--- src/rtl/sas_pkg.sv ---
package sas_pkg;
  typedef enum logic [1:0] {
    MODE_RUN   = 2'b00,
    MODE_SLEEP = 2'b01,
    MODE_WAKE  = 2'b10
  } sas_mode_e;
endpackage

--- src/rtl/sas_front.sv ---
// Reset synchroniser plus edge detection of the host select and serial clock.
module sas_front (
  input  logic clk,
  input  logic rst_n,
  input  logic cs_n,
  input  logic sclk,
  output logic rst_n_sync,
  output logic cs_fall,
  output logic cs_rise,
  output logic sclk_fall
);
  logic [1:0] rst_pipe;
  logic       cs_q;
  logic       sclk_q;

  always_ff @(posedge clk or negedge rst_n) begin
    if (!rst_n) rst_pipe <= 2'b00;
    else        rst_pipe <= {rst_pipe[0], 1'b1};
  end
  assign rst_n_sync = rst_pipe[1];

  always_ff @(posedge clk or negedge rst_n_sync) begin
    if (!rst_n_sync) begin
      cs_q   <= 1'b1;
      sclk_q <= 1'b1;
    end else begin
      cs_q   <= cs_n;
      sclk_q <= sclk;
    end
  end

  assign cs_fall   = cs_q & ~cs_n;
  assign cs_rise   = ~cs_q & cs_n;
  // only edges inside an already-open frame count
  assign sclk_fall = sclk_q & ~sclk & ~cs_n & ~cs_q;
endmodule

--- src/rtl/sas_shifter.sv ---
// Frame register, falling-edge counter and output drive.
module sas_shifter #(
  parameter int SAMPLE_W = 12,
  parameter int LEAD_W   = 4,
  parameter int CNT_W    = 6
) (
  input  logic                clk,
  input  logic                rst_n,
  input  logic                cs_fall,
  input  logic                cs_rise,
  input  logic                sclk_fall,
  input  logic [SAMPLE_W-1:0] sample,
  output logic                sdata,
  output logic                sdata_oe,
  output logic [CNT_W-1:0]    fall_cnt
);
  localparam int FRAME_W = SAMPLE_W + LEAD_W;

  logic               active_q, active_d;
  logic [FRAME_W-1:0] sh_q, sh_d;
  logic [CNT_W-1:0]   cnt_q, cnt_d;

  always_comb begin
    active_d = active_q;
    sh_d     = sh_q;
    cnt_d    = cnt_q;
    if (cs_fall) begin
      active_d = 1'b1;
      sh_d     = {{LEAD_W{1'b0}}, sample};   // capture
      cnt_d    = '0;
    end else if (cs_rise) begin
      active_d = 1'b0;
    end else if (sclk_fall && active_q) begin
      sh_d = {sh_q[FRAME_W-2:0], 1'b0};
      if (cnt_q != {CNT_W{1'b1}}) cnt_d = cnt_q + 1'b1;
    end
  end

  always_ff @(posedge clk or negedge rst_n) begin
    if (!rst_n) begin
      active_q <= 1'b0;
      sh_q     <= '0;
      cnt_q    <= '0;
    end else begin
      active_q <= active_d;
      sh_q     <= sh_d;
      cnt_q    <= cnt_d;
    end
  end

  assign sdata    = active_q & sh_q[FRAME_W-1];
  assign sdata_oe = active_q;
  assign fall_cnt = cnt_q;
endmodule

--- src/rtl/sas_mode_fsm.sv ---
// Power mode decision taken when the select returns high.
module sas_mode_fsm
  import sas_pkg::*;
#(
  parameter int CNT_W    = 6,
  parameter int DOWN_MIN = 2,
  parameter int WAKE_MIN = 10
) (
  input  logic             clk,
  input  logic             rst_n,
  input  logic             cs_fall,
  input  logic             cs_rise,
  input  logic [CNT_W-1:0] fall_cnt,
  output sas_mode_e        mode,
  output logic             data_valid
);
  localparam logic [CNT_W-1:0] DOWN_C = CNT_W'(DOWN_MIN);
  localparam logic [CNT_W-1:0] WAKE_C = CNT_W'(WAKE_MIN);

  sas_mode_e mode_q, mode_d;
  logic      valid_q, valid_d;

  always_comb begin
    mode_d  = mode_q;
    valid_d = valid_q;
    if (cs_fall) valid_d = (mode_q == MODE_RUN);
    else if (cs_rise) valid_d = 1'b0;
    case (mode_q)
      MODE_RUN: begin
        if (cs_rise && fall_cnt >= DOWN_C && fall_cnt < WAKE_C) mode_d = MODE_SLEEP;
      end
      MODE_SLEEP: begin
        if (cs_fall) mode_d = MODE_WAKE;
      end
      MODE_WAKE: begin
        if (cs_rise) mode_d = (fall_cnt >= WAKE_C) ? MODE_RUN : MODE_SLEEP;
      end
      default: mode_d = MODE_RUN;
    endcase
  end

  always_ff @(posedge clk or negedge rst_n) begin
    if (!rst_n) begin
      mode_q  <= MODE_RUN;
      valid_q <= 1'b0;
    end else begin
      mode_q  <= mode_d;
      valid_q <= valid_d;
    end
  end

  assign mode       = mode_q;
  assign data_valid = valid_q;
endmodule

--- src/rtl/serial_adc_slave.sv ---
module serial_adc_slave #(
  parameter int SAMPLE_W = 12,
  parameter int LEAD_W   = 4,
  parameter int DOWN_MIN = 2,
  parameter int WAKE_MIN = 10
) (
  input  logic                clk,
  input  logic                rst_n,
  input  logic                cs_n,
  input  logic                sclk,
  input  logic [SAMPLE_W-1:0] sample,
  output logic                sdata,
  output logic                sdata_oe,
  output logic [1:0]          mode,
  output logic                data_valid
);
  localparam int FRAME_W = SAMPLE_W + LEAD_W;
  localparam int CNT_W   = $clog2(FRAME_W + 1) + 1;

  logic             rst_n_sync, cs_fall, cs_rise, sclk_fall;
  logic [CNT_W-1:0] fall_cnt;
  sas_pkg::sas_mode_e mode_e;

  sas_front u_front (
    .clk(clk), .rst_n(rst_n), .cs_n(cs_n), .sclk(sclk),
    .rst_n_sync(rst_n_sync), .cs_fall(cs_fall), .cs_rise(cs_rise), .sclk_fall(sclk_fall)
  );

  sas_shifter #(.SAMPLE_W(SAMPLE_W), .LEAD_W(LEAD_W), .CNT_W(CNT_W)) u_shift (
    .clk(clk), .rst_n(rst_n_sync), .cs_fall(cs_fall), .cs_rise(cs_rise),
    .sclk_fall(sclk_fall), .sample(sample), .sdata(sdata), .sdata_oe(sdata_oe),
    .fall_cnt(fall_cnt)
  );

  sas_mode_fsm #(.CNT_W(CNT_W), .DOWN_MIN(DOWN_MIN), .WAKE_MIN(WAKE_MIN)) u_fsm (
    .clk(clk), .rst_n(rst_n_sync), .cs_fall(cs_fall), .cs_rise(cs_rise),
    .fall_cnt(fall_cnt), .mode(mode_e), .data_valid(data_valid)
  );

  assign mode = mode_e;
endmodule

--- config.mk ---
export PLATFORM = sky130hd
export DESIGN_NAME = serial_adc_slave
export DESIGN_NICKNAME = d
export VERILOG_FILES = /design/src/rtl/sas_pkg.sv /design/src/rtl/sas_front.sv /design/src/rtl/sas_shifter.sv /design/src/rtl/sas_mode_fsm.sv /design/src/rtl/serial_adc_slave.sv
export SDC_FILE = /design/constraint.sdc
export NUM_CORES = 1
export LEC_CHECK = 0
export BUFFER_PORTS_ARGS = -buffer_cell sky130_fd_sc_hd__buf_2
export CORE_MARGIN = 2
export CORE_UTILIZATION = 56
export DETAILED_ROUTE_END_ITERATION = 8
export HOLD_SLACK_MARGIN = 0.03
export PLACE_DENSITY = 0.78
export SKIP_CTS_REPAIR_TIMING = 1
export SYNTH_ARGS = -nofsm -noshare
export SYNTH_HDL_FRONTEND = slang
export SYNTH_SLANG_ARGS = --single-unit
--- constraint.sdc ---
create_clock -name clk -period 1.3 [get_ports clk]
set_clock_uncertainty 0.2 [all_clocks]
set_input_delay 0.26 -clock clk [delete_from_list [all_inputs] [get_ports clk]]
set_output_delay 0.26 -clock clk [all_outputs]
set_load 0.005 [all_outputs]
==> results of run 1 <==
-- metal layers --
metal	vias up	wire (um)
li1	697	-
met4	0	529
met1	830	2300
met5	-	0
met3	77	697
met2	202	2820
-- power by group --
group	internal [uW]	switching [uW]	total, uW
sequential	1090	206	1300
clock	448	344	792
combinational	496	445	941
-- final cells by class --
class                           count  share of cell area [%]
Inverter                            7                    1.18
Sequential cell                    30                    31.1
Clock buffer                        6                    2.11
Clock inverter                      1                    1.24
Multi-Input combinational cell     99                    37.2
Tap cell                           30                    1.55
Timing Repair Buffer               75                    25.6
-- per-stage QoR --
stage                     utilization [%]  area (um^2)  instances  TNS [ps]  power (uW)
after detailed placement             75.6         1910        216    -10310        1870
after floorplan                         -         1610        143     -7830        1590
after global placement               75.6         1910        216     -9100        1830
after CTS                            78.8         1990        223    -11740        2640
after global routing                 96.3         2430        248    -14180        3150
final                                96.3         2430        248    -13340        3030
-- synth_stat cells, types with 2 or more instances --
cell      instances  area share, %
nand3_1           2           0.66
buf_4             2           0.99
a22oi_1          26             13
inv_1             7            1.7
o21ai_1           3           0.99
clkbuf_8          2            1.8
nor4_1            2           0.83
and3_1            2           0.83
o21ai_0          17            5.6
and3_2            2           0.99
o211ai_1          2           0.99
ha_1              5            4.1
nand4_1           2           0.83
nand2_1           7            1.7
a21oi_1           2           0.66
clkbuf_1          3           0.74
nor2_1            4           0.99
and2_1            2           0.83
a211oi_1          2           0.99
dfrtp_1          28             46
dfstp_2           2            3.5
-- state kept, by name (all words and copies together) (netlist names) --
signal            count
u_front.cs_q          1
u_fsm.data_valid      1
u_front.sclk_q        1
u_shift.sdata_oe      1
u_fsm.mode            2
u_front.rst_pipe      2
u_shift.sh_q         16
u_shift.fall_cnt      6
-- worst max-delay path, stage by stage, from the launching register on --
cell and delay [ps]:
dfstp_2 530, nor4b_4 220, buf_4 220, buf_4 120
and3_4 280, a22oi_2 80, o21ai_1 220
-- cells by family after synthesis --
kind of cell,count (synthesis),share of synthesized area [%]
adder cells (fa/ha/maj),5,4.14
other,1,0.248
AND/OR/NAND/NOR,32,13.0
flip-flops,30,49.8
buffers and inverters,15,6.04
AO/OA/AOI/OAI,60,26.7
-- final timing paths --
check | startpoint | to | slack [ps] | cells past startpoint
worst max-delay path | u_front.sclk_q$_DFF_PN1_ | u_shift.sh_q[12]$_DFFE_PN0P_ | -650 | 6
worst min register to register | u_front.rst_pipe[1]$_DFF_PN0_ | u_fsm.mode[0]$_DFFE_PN0P_ | 7 | 1
worst min-delay path | u_front.rst_pipe[1]$_DFF_PN0_ | u_fsm.mode[0]$_DFFE_PN0P_ | 7 | 1
min in group clk | u_front.rst_pipe[0]$_DFF_PN0_ | u_front.rst_pipe[1]$_DFF_PN0_ | 170 | 0
worst max register to register | u_front.sclk_q$_DFF_PN1_ | u_shift.sh_q[12]$_DFFE_PN0P_ | -650 | 6
max in group asynchronous | rst_n | u_front.rst_pipe[0]$_DFF_PN0_ | 190 | 3
-- placed cells by master, fill, tap and decap left out, drive strengths merged, types with 2 or more instances in the layout --
cell / n
nand2: 8
o21ai: 20
nor4: 2
nor2: 4
buf: 59
and2: 3
dfrtp: 28
dfstp: 2
a22oi: 26
nand3: 3
ha: 5
a21oi: 2
o211ai: 2
inv: 7
clkbuf: 6
dlygate4sd3: 16
a211oi: 2
nand4: 2
and3: 5
==> results.txt, run 1 <==
The met1 track utilization from global routing is 37.4%. Summing all multi-input logic gate instances after layout gives 905 um^2. For this run, asynchronously set or reset flops after synthesis account for 100%.

The flip-flop and latch area is 754 um^2. The launching element type of the critical path is a register. In this run the remaining antenna-violating nets after routing total 0. Summed over all layers, the routed wires come to 6.35 mm. The total number of nets in the final design is 239. The sequential fraction of the synthesis area came out at 49.8%. The count of endpoints failing hold in the final timing report came out at 0. The global-route wire length before repair came out at 5.98 mm.

The highest fanout seen on the critical path came out at 8. The smallest setup slack after layout came out at -654 ps. The floorplan die width came out at 56.0 um. The number of enable-type register cells in the synthesized netlist came out at 0. The effective utilization at floorplan is 59.9%. The clock transition at the registers of the reported paths came out at 110 ps. The total of buffers placed on input and output ports came out at 20. The per-cell routed wire length is 25.6 um.

The clock tree from TritonCTS is yes. The area of the core came out at 2520 um^2. Across the run, the number of max-cap violations was 0.

OpenSTA, run right after detailed placement, puts the worst setup slack at -494 ps. From synthesis to final layout, the design area changed by 60.7%. The later-pin clock latency in the skew report came out at 350 ps. Setup violations remaining at the end of the flow were counted as 31.

The leftover overflow at the end of global routing is 0. The met2 track demand over resource came out at 35.0%. The post-route netlist has 52.8% of its cells at a drive strength greater than 1.

The maximum level of the CTS H-tree came out at 2. The total power divided by cell area is 1250 nW/um^2. The initial antenna violation count was 0. The area of the die is 3130 um^2. The run finished, with violations left. Counting the fill cells in the layout gives 52. The top-level port count came out at 21. The final antenna diode count came out at 0.

The vertical die dimension is 56.0 um. The number of global-route vias before repair is 1245. IR analysis of the VDD net gives a maximum drop of 1.49 mV.

The sink count of the clock tree is 30. The final reports fail on negative setup slack. The via count of the routed design came out at 1806. The number of distinct standard cells referenced by the synthesized netlist is 40. The global routing usage summed across all routing layers is 25.2%. For this run, design rule violations remaining after detail routing come to 0. The standby leakage power came out at 0.00105 uW. The worst setup path is captured at a register. The maximum clock frequency came out at 512 MHz. The root buffer cell chosen for the clock tree is clkbuf_4. The first-pass iteration count of the detailed router is 8. The final critical delay including setup and external delays is 1950 ps. The synthesized instance count is 143.

The worst-case hold slack is 6.90 ps. The synthesis warning total is 0. Entering global routing, the biggest net connects 19 pins. The number of rows in the core area came out at 18. The critical path in this run is classified as register to register. Counting along the longest clock path gives a buffer depth of 2. The count of pins over their slew limit is 0. The number of nets handed over by synthesis was 164. The congestion estimate from routability-driven global placement came to 0.832.

A synthesized cell averages 10.6 um^2. The netlist area before placement is 1510 um^2. The global-route met3 utilization is 6.74%. For this run, the leading register cell type out of synthesis is dfrtp_1. The critical path arrival came out at 2020 ps. The flip-flop and latch count after synthesis came out at 30. The detail-routed via count per cell is 7.28.

The detailed router's first-iteration violation count is 223. met1 is the most crowded layer. Setup repair after global routing could not meet its margin everywhere.

The detailed-placement wirelength estimate came out at 2.50 mm. The number of CTS-inserted buffers is 5. The critical path data required time is 1360 ps.

The min-delay analysis places its worst path in the category register to asynchronous set/reset pin. The ratio of final minimum period to clock period came out at 150%.
No activity file was read; power rests on OpenSTA's default activity.
==> run 2, diff against run 1 <==
--- a/config.mk
+++ b/config.mk
@@ -7,10 +7,11 @@
 export LEC_CHECK = 0
 export BUFFER_PORTS_ARGS = -buffer_cell sky130_fd_sc_hd__buf_2
 export CORE_MARGIN = 2
-export CORE_UTILIZATION = 56
+export CORE_UTILIZATION = 50
 export DETAILED_ROUTE_END_ITERATION = 8
 export HOLD_SLACK_MARGIN = 0.03
-export PLACE_DENSITY = 0.78
+export PLACE_DENSITY = 0.74
+export REMOVE_ABC_BUFFERS = 1
 export SKIP_CTS_REPAIR_TIMING = 1
 export SYNTH_ARGS = -nofsm -noshare
 export SYNTH_HDL_FRONTEND = slang
==> constraint.sdc (replaced) <==
create_clock -name clk -period 1.7 [get_ports clk]
set_clock_uncertainty 0.2 [all_clocks]
set_input_delay 0.34 -clock clk [delete_from_list [all_inputs] [get_ports clk]]
set_output_delay 0.34 -clock clk [all_outputs]
set_load 0.005 [all_outputs]
==> run 2 against run 1 <==
Net effect: the run still ends with negative setup slack left; die area up 11%; wire length is 41% lower; count of clock-buffer cells in the layout grew 2; sequential cell count unchanged.
==> results.txt, run 2 (same netlist as run 1, synthesis figures left out) <==
The maximum level of the CTS H-tree came out at 2 (unchanged). The detailed router's first-iteration violation count came out at 79 (-65%). The number of rows in the core area came to 19 (+1).

The area used by multi-input combinational logic is 769 um^2 (-15%). In this run the critical register-to-register path is launched from u_shift.fall_cnt[1]$_DFFE_PN0P_. The number of flip-flops in the largest register is 16 (unchanged). The critical path arrival came out at 1830 ps (-190 ps). The proportion of layout cells with a drive suffix above 1 is 38.4% (-14 points).

The number of global-route vias before repair is 1222 (-1.8%). The later-pin clock latency in the skew report is 340 ps (about the same). The initial antenna violation count came out at 0 (unchanged). The clock tree from TritonCTS is yes. The critical path data required time is 1770 ps (+410 ps). STA classifies the critical path endpoint as a register. The number of remaining DRC errors is 0 (unchanged). The flow ran to the end, but the final reports show violations. The effective utilization at floorplan is 53.9% (-6.0 points).

The area added between synthesis and finish came out at 30.5%. The part of the total power dissipated in sequential elements came out at 52.4% (+9.6 points). The detail-routed via count per cell is 6.09 (-16%).

The switching power as a share of total power came out at 31.7% (-1.1 points). The count of endpoints failing hold in the final timing report came out at 0 (unchanged). The smallest setup slack after layout is -63.0 ps (+591 ps). The final antenna diode count is 0 (unchanged).

The maximum buffer depth of the clock tree came out at 2 (unchanged). The maximum clock frequency is 567 MHz (+11%). The critical path start-end classification is register to register. The count of antenna-violating nets left after detailed routing came out at 0 (unchanged). The total power divided by cell area is 926 nW/um^2 (-26%).

The worst slack after detailed placement is -192 ps (+301 ps). The tree is rooted in a clkbuf_4. The cell-internal power was 1250 uW (-39%). The top-level port count came out at 21 (unchanged).

The total number of nets in the final design is 210 (-12%). The total of buffers placed on input and output ports came out at 20 (unchanged). The largest net degree at the start of global routing came out at 29 (+10). The area of the core was 2810 um^2 (+11%). The flip-flop and latch area is 754 um^2 (unchanged). Setup repair after global routing could not meet its margin everywhere. In this run the worst setup path begins at u_shift.fall_cnt[1]$_DFFE_PN0P_.

The reported max-cap violation count came out at 0 (unchanged). The total of fill cells in the finished design is 202 (+290%). The per-cell routed wire length is 17.1 um (-33%).

Leaving out fill and tap cells, the most frequent cell in the layout is dfrtp_1. The worst supply voltage drop on vdd is 0.787 mV (-47%). The register with the most flip-flops in the final layout is u_shift.sh_q. The count of pins over their slew limit is 0 (unchanged). The ratio of final minimum period to clock period came out at 104% (-47 points).

The vertical die dimension came out at 59.0 um (+5.4%). The floorplan die width came to 59.0 um (+5.4%). In the layout the commonest cells are dfrtp_1 (27), a22oi_1 (22), buf_2 (20).

The launching element type of the critical path is a register. The global placer's final weighted congestion is 0.846 (+1.6%). The global routing usage summed across all routing layers is 22.2% (-2.9 points). The routed wire length is 3.77 mm (-41%).

The standby leakage power is 0.000880 uW (-16%). The count of placed standard cells in the final layout, fillers left out is 221 (-11%). The detailed-placement wirelength estimate was 2.38 mm (-4.7%).

The worst hold path begins at sample[5]. The number of CTS-inserted buffers is 5 (unchanged). The final critical delay including setup and external delays is 1760 ps (-191 ps). The fraction of power consumed by the clock network came out at 22.6% (-3.5 points). The final reports fail on negative setup slack. The sink count of the clock tree was 30 (unchanged). The relative contribution of combinational cells to total power is 25.0% (-6.0 points). The number of placed cells counting well taps is 206 (-4.6%). The net load switching power came out at 580 uW (-42%). The clock transition at the registers of the reported paths came out at 100 ps (about the same).

The worst-case hold slack is 20.3 ps (+13.4 ps). In this run the worst hold path is classified as input pin to register. The highest fanout seen on the critical path came out at 2 (-6).

The first-pass iteration count of the detailed router is 4 (-4). The area of the die came out at 3480 um^2 (+11%). The leftover overflow at the end of global routing came out at 0 (unchanged). The via count of the routed design was 1346 (-25%). The global-route wire length before repair came out at 5.73 mm (-4.3%). The total of endpoints with negative setup slack in the final report came out at 7 (-77%).
## run 2: changes by cell type in the layout (fill, tap and decap cells not counted), sizes merged
cell | before | now
and3 | 5 | 4
buf | 59 | 44
bufinv | 1 | 0
clkbuf | 6 | 8
dlygate4sd3 | 16 | 3
## run 2: per-stage QoR
stage	utilization (%)	TNS, ps	area, um^2	total power (uW)
after global placement	61.9	-1420	1740	1300
final	70.3	-241	1970	1830
after detailed placement	61.9	-2850	1740	1330
after global routing	70.3	-1360	1970	1930
after floorplan	-	-8250	1450	1160
after CTS	63.6	-2110	1780	1740
## run 2: critical path: stages (launching register included)
cell      delay [ps]
dfrtp_1          390
ha_2             190
and3_4           180
and3_4           180
or3_4            370
o211ai_1         180
## run 2: path summary, 6_finish.rpt
path / cells past startpoint / slack (ps) / to
worst max-delay path: 5 / -60 / u_shift.fall_cnt[1]$_DFFE_PN0P_
worst min-delay path: 3 / 20 / u_shift.sh_q[5]$_DFFE_PN0P_
worst max register to register: 5 / -60 / u_shift.fall_cnt[1]$_DFFE_PN0P_
worst min register to register: 1 / 30 / u_fsm.mode[0]$_DFFE_PN0P_
max in group asynchronous: 1 / 940 / u_front.sclk_q$_DFF_PN1_
min in group asynchronous: 1 / 30 / u_fsm.mode[0]$_DFFE_PN0P_
## run 2: routing by layer
metal | wire (um) | up-vias | track usage [%]
met4 | 44 | 0 | 7.79
met1 | 1530 | 659 | 30.4
li1 | - | 634 | -
met2 | 1990 | 49 | 34.0
met5 | 0 | - | 0
met3 | 203 | 4 | 6.55
## run 2: area by class of cell
cell class                      instances  area share, %
Clock buffer                            8           2.47
Timing Repair Buffer                   47           16.9
Multi-Input combinational cell         98           39.0
Inverter                                7           1.46
Tap cell                               31           1.97
Sequential cell                        30           38.2
## run 2: power by group through the flow
| stage | Combinational, uW | Sequential [uW] | Clock [uW] |
|---|---|---|---|
| CTS | 381 | 939 | 420 |
| finish | 457 | 957 | 413 |
| global route | 512 | 977 | 445 |
| detailed placement | 378 | 953 | 0 |
| floorplan | 208 | 949 | 0 |
| global placement | 359 | 945 | 0 |
